<file path="src/rtl/dramc_pkg.sv">
package dramc_pkg;
   typedef enum logic [2:0] {
      ST_IDLE,
      ST_RCD,
      ST_CAS,
      ST_HOLD,
      ST_REFA,
      ST_REFB,
      ST_PRE
   } seq_st_t;

   localparam int REF_RAS_ONLY = 0;
   localparam int REF_CBR      = 1;
endpackage

</file>
<file path="src/rtl/dramc_ref_timer.sv">
module dramc_ref_timer #(
   parameter int REF_INTERVAL = 780
) (
   input  logic clk,
   input  logic rst_n,
   input  logic grant,
   output logic ref_req
);
   localparam int TW = (REF_INTERVAL > 1) ? $clog2(REF_INTERVAL) : 1;

   logic [TW-1:0] tmr_q;
   logic          tick;

   assign tick = (tmr_q == '0);

   always_ff @(posedge clk or negedge rst_n) begin
      if (!rst_n) begin
         tmr_q   <= TW'(REF_INTERVAL - 1);
         ref_req <= 1'b0;
      end else begin
         tmr_q <= tick ? TW'(REF_INTERVAL - 1) : tmr_q - 1'b1;
         if (tick)       ref_req <= 1'b1;
         else if (grant) ref_req <= 1'b0;
      end
   end

   // a raised request stays up until the sequencer grants it
   p_req_hold_r6: assert property (@(posedge clk) disable iff (!rst_n)
      ref_req && !grant |=> ref_req);
   // the sequencer grants only a pending request
   p_grant_pending_r6: assert property (@(posedge clk) disable iff (!rst_n)
      grant |-> ref_req);
endmodule

</file>
<file path="src/rtl/dramc_row_ctr.sv">
module dramc_row_ctr #(
   parameter int ROW_W = 8
) (
   input  logic             clk,
   input  logic             rst_n,
   input  logic             step,
   output logic [ROW_W-1:0] row
);
   always_ff @(posedge clk or negedge rst_n) begin
      if (!rst_n)    row <= '0;
      else if (step) row <= row + 1'b1;
   end

   // the refresh row advances by exactly one after each refresh
   p_row_step_r4: assert property (@(posedge clk) disable iff (!rst_n)
      step |=> row == ROW_W'($past(row) + 1'b1));
endmodule

</file>
<file path="src/rtl/dramc_seq.sv">
module dramc_seq
   import dramc_pkg::*;
#(
   parameter int ROW_W    = 8,
   parameter int DATA_W   = 16,
   parameter int T_RCD    = 2,
   parameter int T_RAS    = 5,
   parameter int T_CAS    = 2,
   parameter int T_PRE    = 3,
   parameter int REF_MODE = REF_RAS_ONLY
) (
   input  logic              clk,
   input  logic              rst_n,
   input  logic              bus_sel,
   input  logic              bus_rd,
   input  logic              bus_wr,
   input  logic [ROW_W-1:0]  bus_row,
   input  logic [ROW_W-1:0]  bus_col,
   input  logic [DATA_W-1:0] bus_wdata,
   input  logic              ref_req,
   output logic              grant,
   output logic              ref_done,
   output logic              ready,
   output logic [DATA_W-1:0] rdata,
   output logic [ROW_W-1:0]  lat_row,
   output logic [ROW_W-1:0]  lat_col,
   output logic              col_phase,
   output logic              ref_phase,
   output logic              ras_n,
   output logic              cas_n,
   output logic              we_n,
   output logic              dq_oe,
   output logic [DATA_W-1:0] dq_out,
   input  logic [DATA_W-1:0] dq_in
);
   localparam int HOLD  = T_RAS - T_RCD - T_CAS;
   localparam int HOLDL = (HOLD > 0) ? HOLD : 1;
   localparam int CW    = $clog2(T_RAS + T_RCD + T_CAS + T_PRE + 1);
   localparam int GW    = $clog2(T_PRE + 1);

   seq_st_t           st_q, st_d;
   logic [CW-1:0]     cnt_q, cnt_d;
   logic              wr_q, accept, ras_on, cas_on, last;
   logic [DATA_W-1:0] wd_q;
   logic [GW-1:0]     gap_q;

   function automatic logic [CW-1:0] len(input int n);
      return CW'(n - 1);
   endfunction

   assign ready  = (st_q == ST_IDLE) && !ref_req;
   assign grant  = (st_q == ST_IDLE) && ref_req;
   assign accept = ready && bus_sel && (bus_rd || bus_wr);
   assign last   = (cnt_q == '0);

   always_comb begin
      st_d  = st_q;
      cnt_d = last ? cnt_q : cnt_q - 1'b1;
      unique case (st_q)
         ST_IDLE:
            if (grant) begin
               st_d  = ST_REFA;
               cnt_d = (REF_MODE == REF_CBR) ? len(T_RCD) : len(T_RAS);
            end else if (accept) begin
               st_d  = ST_RCD;
               cnt_d = len(T_RCD);
            end
         ST_RCD:
            if (last) begin
               st_d  = ST_CAS;
               cnt_d = len(T_CAS);
            end
         ST_CAS:
            if (last) begin
               if (HOLD > 0) begin
                  st_d  = ST_HOLD;
                  cnt_d = len(HOLDL);
               end else begin
                  st_d  = ST_PRE;
                  cnt_d = len(T_PRE);
               end
            end
         ST_HOLD:
            if (last) begin
               st_d  = ST_PRE;
               cnt_d = len(T_PRE);
            end
         ST_REFA:
            if (last) begin
               if (REF_MODE == REF_CBR) begin
                  st_d  = ST_REFB;
                  cnt_d = len(T_RAS);
               end else begin
                  st_d  = ST_PRE;
                  cnt_d = len(T_PRE);
               end
            end
         ST_REFB:
            if (last) begin
               st_d  = ST_PRE;
               cnt_d = len(T_PRE);
            end
         ST_PRE:
            if (last) st_d = ST_IDLE;
         default: st_d = ST_IDLE;
      endcase
   end

   always_comb begin
      ras_on = (st_q inside {ST_RCD, ST_CAS, ST_HOLD, ST_REFB}) ||
               (st_q == ST_REFA && REF_MODE == REF_RAS_ONLY);
      cas_on = (st_q inside {ST_CAS, ST_REFB}) ||
               (st_q == ST_REFA && REF_MODE == REF_CBR);
   end

   assign ras_n     = !ras_on;
   assign cas_n     = !cas_on;
   assign we_n      = !(st_q == ST_CAS && wr_q);
   assign dq_oe     = (st_q == ST_CAS) && wr_q;
   assign dq_out    = wd_q;
   assign col_phase = (st_q == ST_CAS);
   assign ref_phase = (st_q inside {ST_REFA, ST_REFB});
   assign ref_done  = last && ((st_q == ST_REFA && REF_MODE == REF_RAS_ONLY) ||
                               st_q == ST_REFB);

   always_ff @(posedge clk or negedge rst_n) begin
      if (!rst_n) begin
         st_q    <= ST_IDLE;
         cnt_q   <= '0;
         wr_q    <= 1'b0;
         wd_q    <= '0;
         lat_row <= '0;
         lat_col <= '0;
         rdata   <= '0;
         gap_q   <= GW'(T_PRE);
      end else begin
         st_q  <= st_d;
         cnt_q <= cnt_d;
         if (accept) begin
            wr_q    <= bus_wr && !bus_rd;
            wd_q    <= bus_wdata;
            lat_row <= bus_row;
            lat_col <= bus_col;
         end
         if (st_q == ST_CAS && last && !wr_q) rdata <= dq_in;
         if (ras_n && cas_n) gap_q <= (gap_q == GW'(T_PRE)) ? gap_q : gap_q + 1'b1;
         else                gap_q <= '0;
      end
   end

   // ready never coincides with an active strobe
   p_ready_quiet_r8: assert property (@(posedge clk) disable iff (!rst_n)
      ready |-> ras_n && cas_n);
   // a strobe may fall only after the full precharge gap
   p_pre_gap_r2: assert property (@(posedge clk) disable iff (!rst_n)
      (!ras_n || !cas_n) && $past(ras_n && cas_n) |-> gap_q >= GW'(T_PRE));
   // data is driven only inside a write column strobe
   p_oe_write_r3: assert property (@(posedge clk) disable iff (!rst_n)
      dq_oe |-> !we_n && !ras_n && !cas_n);

   generate
      if (REF_MODE == REF_RAS_ONLY) begin : g_chk_ro
         // row-strobe-only refresh never asserts the column strobe
         p_ro_no_cas_r4: assert property (@(posedge clk) disable iff (!rst_n)
            ref_phase |-> cas_n);
         // the column strobe only falls under an already low row strobe
         p_cas_after_ras_r2: assert property (@(posedge clk) disable iff (!rst_n)
            $fell(cas_n) |-> !ras_n && $past(!ras_n));
      end else begin : g_chk_cbr
         // refresh row strobe falls under an already low column strobe
         p_cbr_lead_r5: assert property (@(posedge clk) disable iff (!rst_n)
            $fell(ras_n) && ref_phase |-> !cas_n && $past(!cas_n));
         // refresh leaves write enable inactive
         p_cbr_we_r5: assert property (@(posedge clk) disable iff (!rst_n)
            ref_phase |-> we_n);
      end
   endgenerate
endmodule

</file>
<file path="src/rtl/dramc_ctrl.sv">
module dramc_ctrl
   import dramc_pkg::*;
#(
   parameter int ADDR_W       = 16,
   parameter int DATA_W       = 16,
   parameter int T_RCD        = 2,
   parameter int T_RAS        = 5,
   parameter int T_CAS        = 2,
   parameter int T_PRE        = 3,
   parameter int REF_INTERVAL = 780,
   parameter int RETAIN_CYC   = 200000,
   parameter int REF_MODE     = REF_RAS_ONLY
) (
   input  logic                clk,
   input  logic                rst_n,
   input  logic                bus_sel,
   input  logic                bus_rd,
   input  logic                bus_wr,
   input  logic [ADDR_W-1:0]   bus_addr,
   input  logic [DATA_W-1:0]   bus_wdata,
   output logic [DATA_W-1:0]   bus_rdata,
   output logic                bus_ready,
   output logic [ADDR_W/2-1:0] dram_addr,
   output logic                dram_ras_n,
   output logic                dram_cas_n,
   output logic                dram_we_n,
   output logic                dram_dq_oe,
   output logic [DATA_W-1:0]   dram_dq_out,
   input  logic [DATA_W-1:0]   dram_dq_in
);
   localparam int ROW_W = ADDR_W / 2;
   localparam int ROWS  = 1 << ROW_W;

   initial begin
      assert (ADDR_W % 2 == 0 && ADDR_W >= 2) else $error("ADDR_W must be even");
      assert (T_RCD >= 1 && T_CAS >= 1 && T_PRE >= 1) else $error("timings must be at least 1");
      assert (T_RAS >= T_RCD + T_CAS) else $error("T_RAS must cover T_RCD + T_CAS");
      assert (REF_INTERVAL >= 2) else $error("REF_INTERVAL too small");
      assert (REF_MODE == REF_RAS_ONLY || REF_MODE == REF_CBR) else $error("bad REF_MODE");
      // all rows must fit inside the retention window
      assert (longint'(ROWS) * REF_INTERVAL <= longint'(RETAIN_CYC))
         else $error("refresh interval misses retention window");
   end

   logic             ref_req, grant, ref_done, col_phase, ref_phase;
   logic [ROW_W-1:0] lat_row, lat_col;

   dramc_ref_timer #(.REF_INTERVAL(REF_INTERVAL)) u_tmr (
      .clk(clk), .rst_n(rst_n), .grant(grant), .ref_req(ref_req));

   dramc_seq #(
      .ROW_W(ROW_W), .DATA_W(DATA_W), .T_RCD(T_RCD), .T_RAS(T_RAS),
      .T_CAS(T_CAS), .T_PRE(T_PRE), .REF_MODE(REF_MODE)
   ) u_seq (
      .clk(clk), .rst_n(rst_n),
      .bus_sel(bus_sel), .bus_rd(bus_rd), .bus_wr(bus_wr),
      .bus_row(bus_addr[ADDR_W-1:ROW_W]), .bus_col(bus_addr[ROW_W-1:0]),
      .bus_wdata(bus_wdata),
      .ref_req(ref_req), .grant(grant), .ref_done(ref_done),
      .ready(bus_ready), .rdata(bus_rdata),
      .lat_row(lat_row), .lat_col(lat_col),
      .col_phase(col_phase), .ref_phase(ref_phase),
      .ras_n(dram_ras_n), .cas_n(dram_cas_n), .we_n(dram_we_n),
      .dq_oe(dram_dq_oe), .dq_out(dram_dq_out), .dq_in(dram_dq_in));

   generate
      if (REF_MODE == REF_RAS_ONLY) begin : g_ro
         logic [ROW_W-1:0] ref_row;
         dramc_row_ctr #(.ROW_W(ROW_W)) u_rctr (
            .clk(clk), .rst_n(rst_n), .step(ref_done), .row(ref_row));
         assign dram_addr = col_phase ? lat_col : (ref_phase ? ref_row : lat_row);
      end else begin : g_cbr
         logic unused_ref;
         assign unused_ref = ref_done ^ ref_phase;
         assign dram_addr  = col_phase ? lat_col : lat_row;
      end
   endgenerate
endmodule

</file>
<file path="config.mk">
export PLATFORM = sky130hd
export DESIGN_NAME = dramc_ctrl
export DESIGN_NICKNAME = d
export VERILOG_FILES = /design/src/rtl/dramc_pkg.sv /design/src/rtl/dramc_ref_timer.sv /design/src/rtl/dramc_row_ctr.sv /design/src/rtl/dramc_seq.sv /design/src/rtl/dramc_ctrl.sv
export SDC_FILE = /design/constraint.sdc
export NUM_CORES = 1
export LEC_CHECK = 0
export ABC_AREA = 1
export BUFFER_PORTS_ARGS = -buffer_cell sky130_fd_sc_hd__buf_2
export CAP_MARGIN = 20
export CORE_MARGIN = 2
export CORE_UTILIZATION = 50
export CTS_CLUSTER_DIAMETER = 40
export DETAILED_ROUTE_END_ITERATION = 16
export GPL_ROUTABILITY_DRIVEN = 0
export PLACE_DENSITY_LB_ADDON = 0.08
export SLEW_MARGIN = 20
export SYNTH_ARGS = -nofsm -noshare
export SYNTH_HDL_FRONTEND = slang
export SYNTH_SLANG_ARGS = --single-unit
export TNS_END_PERCENT = 50
</file>
<file path="constraint.sdc">
create_clock -name clk -period 1.84 [get_ports clk]
set_clock_uncertainty 0.1 [all_clocks]
set_input_delay 0.092 -clock clk [delete_from_list [all_inputs] [get_ports clk]]
set_output_delay 0.092 -clock clk [all_outputs]
set_load 0.05 [all_outputs]
</file>
# Word-level counts from Yosys, hierarchy flattened
# Index checks and enable logic that the tools add are counted.
totals:
  reg_bits: 75
  latchBits: 0
  mem_bits_rw: 0
  rom_bits: 0
  inputBits: 53
  elab_cells: 70
  mem_count: 0
op_classes:
  addsub: 3
  mul: 0
  n_div: 0
  n_lt_le_gt_ge: 0
  n_eq_ne: 11
  shifts: 0
  muxes: 19
  bitwise: 0
  n_reduce_logical: 27
op_table:
  columns: ["cell", "n"]
  rows:
  - ["$mux W4", 6]
  - ["$mux W3", 6]
  - ["$mux W8", 2]
  - ["$pmux W4 S4", 1]
  - ["$pmux W3 S5", 1]
  - ["$logic_not A10 Y1", 1]
  - ["$mux W10", 1]
  - ["$sub A10 B1 Y10 const B", 1]
  - ["$eq A3 B3 Y1 const B", 3]
  - ["$logic_and A1 B1 Y1", 9]
  - ["$add A8 B1 Y8 const B", 1]
  - ["$ne A2 B1 Y1 const B", 4]
  - ["$eq A3 B2 Y1 const B", 2]
  - ["$logic_not A1 Y1", 6]
  - ["$reduce_bool A2 Y1", 3]
  - ["$reduce_and A5 Y1", 1]
  - ["$logic_not A4 Y1", 1]
  - ["$reduce_bool A4 Y1", 1]
  - ["$sub A4 B1 Y4 const B", 1]
  - ["$eq A3 B1 Y1 const B", 1]
  - ["$logic_not A3 Y1", 1]
  - ["$logic_or A1 B1 Y1", 3]
  - ["$ne A3 B2 Y1 const B", 1]
  - ["$reduce_or A3 Y1", 1]
  - ["$mux W1", 2]

# Longest topological paths before layout
logic_depth:
  word_depth: 7
  mapped_depth: 8
  mapped_depth_nobuf: 8

# By module
# A second synthesis with hierarchy kept.
unflattened:
  cells_unflattened: 469
  hier_area_um2: 3674.8
by_module_without_submodules:
  columns: ["mod", "instances", "cells_each", "area_each_um2"]
  rows:
  - ["dramc_seq", 1, 295, 2487.4]
  - ["dramc_ref_timer", 1, 74, 571.8]
  - ["dramc_row_ctr", 1, 40, 375.4]
  - ["dramc_ctrl", 1, 60, 240.2]

# Worst setup path before layout
# Ideal clock, no wire load.
synth_path:
  path_kind: "reg-to-output"
  start: "register u_seq.st_q[0]"
  end: "output port dram_we_n"
  arrival_time_ns: 1.975
  setup_slack_ns: -0.327
  path_stages_with_launch: 6
  path_buffers: 1
  cell_sequence: "dfrtp_1 -> inv_1 -> nand3_2 -> clkbuf_1 -> nor2_1 -> inv_1"
synth_via:
  elab_chain_cells: 3
synth_lines:
  columns: ["element", "line", "text"]
  rows:
  - ["start: declaration", "dramc_seq.sv:41", "seq_st_t st_q, st_d;"]
  - ["start signal: assignment", "dramc_seq.sv:137", "st_q <= st_d;"]
  - ["$eq A3 B2 Y1", null, null]
  - ["$logic_and A1 B1 Y1", null, null]
  - ["net dram_dq_oe", "dramc_ctrl.sv:27", "output logic dram_dq_oe,"]
  - ["$logic_not A1 Y1", "dramc_seq.sv:118", "assign we_n = !(st_q == ST_CAS && wr_q);"]
  - ["end: declaration", "dramc_ctrl.sv:26", "output logic dram_we_n,"]
# The timed path passes the listed nets, and every way through them passes these cells.

# Worst setup path in the final report
layout_path:
  start: "register u_seq.st_q[0]"
  end: "output port dram_addr[1]"
layout_via:
  elab_chain_cells: 4
  word_cells_on_any_way: 6
layout_lines:
  columns: ["element", "line", "text"]
  rows:
  - ["$eq A3 B3 Y1", "dramc_seq.sv:122", "assign ref_phase = (st_q inside {ST_REFA, ST_REFB});"]
  - ["$reduce_bool A2 Y1", "dramc_seq.sv:122", null]
  - ["$mux W8", "dramc_ctrl.sv:71", "assign dram_addr = col_phase ? lat_col : (ref_phase ? ref_row : lat_row);"]
  - ["$mux W8 (*)", "dramc_ctrl.sv:71", null]
  - ["end: declaration", "dramc_ctrl.sv:23", "output logic [ADDR_W/2-1:0] dram_addr,"]
# Every way passes the cells marked *; elsewhere a longest branch is shown, timed or not.

==> results.yml <==
status:
  status: "completed"
worst_setup_path:
  cp.arrival_ns: 1.60
  critPathSlowestCell: "dfrtp_2"
  crit_buf_inv: 3
  crit_top_cell: "buf_4"
  worstSetupStartpointType: "register"
  cp_cell_sequence: "inv_4, nand3_4, buf_4, o21ai_0, buf_4"
  critical_path.top_delay_family: "buffers and inverters"
  cp-end-kind: "output pin"
  critPathRequiredTime_ns: 1.65
  crit_fanout: 7
  worstSetupPathType: "reg2out"
  cpPeakStageDelay_ns: 0.46
global_route:
  antenna_found_initial: 0
  grt_pass1_vias: 3134
  grt_use_total_pct: 23.0
  grt_max_degree: 76
  grt_pass1_wl_um: 13900
  grt_remaining_overflow: 0
placement:
  place.port_buffers: 97
  placed_area_sq_mm: 0.00422
  hpwl_um: 5300
  dp_cells: 624
synthesis:
  async_flop_share_pct: 100
  yosys.area.top_type: "dfrtp_1"
  synth_seq_area_share_pct: 52.5
  synth_area_sq_mm: 0.00359
  yosysUniqueCellTypes: 30
  syn_nets: 495
  yosysWarnings: 0
  synth.most_common_cell: "nand2_1"
  synth_edf_count: 0
  synth_area_leaders: "dfrtp_1 (49%), nand2_1 (14%), o21ai_0 (8.1%)"
  synth_ff_type: "dfrtp_1"
  synth_common_cells: "nand2_1 (130), dfrtp_1 (70), inv_1 (59), o21ai_0 (58), nor2_1 (31)"
  yosysTopAreaCellShare_pct: 48.8
  syn_area_per_cell_sq_um: 8.21
  netlist_instances: 437
  synth-seq-cells: 75
final_layout:
  finalInstanceArea_sq_mm: 0.00511
  fillCellCount: 520
  finalNetCount: 653
  drive_above_1_share_pct: 25.7
  diodes: 0
  final_cells: 696
  syn_to_final_growth_pct: 42.4
floorplan:
  die_width_um: 88.7
  fp-row-count: 30
  die_y_um: 88.7
  core_area_sq_mm: 0.00687
  initial_core_util_pct: 52.2
  num_io_pins: 98
  die_area_sq_mm: 0.00787
timing:
  final.setup.tns_ns: 0
  hold_slack_ns: 0.127
  fmax_mhz: 558
  layout_min_cycle_time_ns: 1.79
  hold_violations: 0
  relSlewSlack_pct: 73.1
  min_period_over_period_pct: 97.5
  setup_viol: 0
  tightest_slew_ns: 0.404
  maxSlewViolCount: 0
  grt_setup_unrepaired: "yes"
clock_network:
  cts_root_buffer: "clkbuf_8"
  tritoncts: "done"
  clockBufferDepth: 2
  cts.htree.levels: 3
  cts.sink_count: 75
  clkLatencyLatePin_ns: 0.35
  cts_buffers: 9
  cts.clk_slew.worst_paths_ns: 0.07
run:
  drv_cap: 0
pwr:
  swShare_pct: 49.3
  power_switching_w: 0.00470
  p_per_area_mw_per_mm2: 1870
  pwr-share-clk_pct: 16.8
  p_leak_nw: 2.62
  p_int_w: 0.00484
  irDropWorstVdd_v: 0.00121
  pwr-share-seq_pct: 27.7
  power_frac_comb_pct: 55.4
drt:
  drtAntennaViolNets: 0
  vias: 3325
  routed_wl_um: 8590
  routed_via_density: 4.78
  dr.pass1.iters: 5
  detail_route.wl_per_cell_um: 12.3
  drt-initial-drc-count: 147
  drc: 0
min_path:
  hold_class: "in2reg"
## cells by family (layout without fill, tap and decap cells)
kind of cell,Yosys count,after routing,synth area share [%]
AND/OR/NAND/NOR,193,193,22.9
AO/OA/AOI/OAI,78,78,11.7
adder cells (fa/ha/maj),5,5,1.74
buffers and inverters,77,240,9.03
XOR/XNOR,9,9,2.20
flip-flops,75,75,52.5
## power by group through the flow
stage | Combinational, W | Clock, W | Sequential [W]
after floorplan | 0.00253 | 0 | 0.00380
after global placement | 0.00476 | 0 | 0.00263
after detailed placement | 0.00483 | 0 | 0.00265
after CTS | 0.00508 | 0.00164 | 0.00264
after global routing | 0.00571 | 0.00170 | 0.00272
final | 0.00529 | 0.00161 | 0.00265
## metrics by stage
stage          utilization, %  setup WS [ns]  total power (W)
6_report                 74.4         0.0468          0.00954
3_3_place_gp             61.4          0.246          0.00739
4_1_cts                  73.3        0.00572          0.00937
5_1_grt                  74.4        -0.0115           0.0101
3_5_place_dp             61.4          0.195          0.00748
2_1_floorplan               -         -0.297          0.00633
## cell type report
class	count	area, sq um	area share [%]
Sequential cell	75	1890	36.9
Clock inverter	4	95.1	1.86
Clock buffer	12	165	3.23
Inverter	62	240	4.70
Timing Repair Buffer	162	1190	23.3
Tap cell	96	120	2.35
Multi-Input combinational cell	285	1420	27.7
## cells in the final DEF (no fill, tap or decap), types with 2 or more instances in the layout
cell type and count:
nand3_2 3, ha_1 5, xnor2_1 6, clkbuf_8 12, nor2_1 30, nand2_1 130
bufinv_16 3, buf_12 3, xor2_1 3, dfrtp_2 3, inv_1 58, a21oi_1 4
nor2_2 3, buf_6 6, clkbuf_4 2, inv_4 3, o21ai_1 11, nand3_4 2
buf_2 86, buf_4 14, o21a_1 2, dfstp_2 5, o211ai_1 8, o21ai_0 52
dfrtp_1 67, dlygate4sd3_1 51, nor2_4 2, nand3_1 16
## path summary, 6_finish.rpt
path | startpoint | end | slack, ns | depth (start not counted)
worst max-delay path | u_seq.st_q[0] | dram_addr[1] | 0.05 | 5
worst min-delay path | bus_wr | u_seq.cnt_q[3] | 0.13 | 4
worst max register to register | u_seq.cnt_q[0] | u_seq.rdata[4] | 0.18 | 7
worst min register to register | u_tmr.tmr_q[0] | u_tmr.tmr_q[0] | 0.37 | 1
max in group asynchronous | rst_n | u_seq.st_q[2] | 1.07 | 3
min in group asynchronous | rst_n | u_seq.rdata[14] | 0.21 | 3
## flip-flops by register name (all words and copies together) (netlist names)
register,count
u_seq.wr_q,1
g_ro.u_rctr.row,8
u_seq.lat_row,8
u_tmr.tmr_q,10
u_seq.rdata,16
u_seq.cnt_q,4
u_seq.dq_out,16
u_seq.lat_col,8
u_seq.st_q,3
u_tmr.ref_req,1
## tightest hold or removal path, delay by kind of cell
family	cells	cell delay (ns)
buffers and inverters	1	0.10
AO/OA/AOI/OAI	2	0.18
AND/OR/NAND/NOR	1	0.16
## timing repair
action,in CTS,in global routing
pin swaps,0,1
hold buffers,51,0
gates cloned,0,1
endpoints found under the hold margin,124,0
gates resized for setup,18,17
endpoints found under the setup margin,13,12
buffers inserted,0,4
## routing by layer
metal / GRT usage (%) / up-vias / routed length [um]
met5: 0 / - / 0
met2: 38.5 / 92 / 4180
met4: 10.5 / 0 / 136
met3: 4.48 / 14 / 452
met1: 28.9 / 1537 / 3830
li1: - / 1682 / -
No activity file was read; power rests on OpenSTA's default activity.
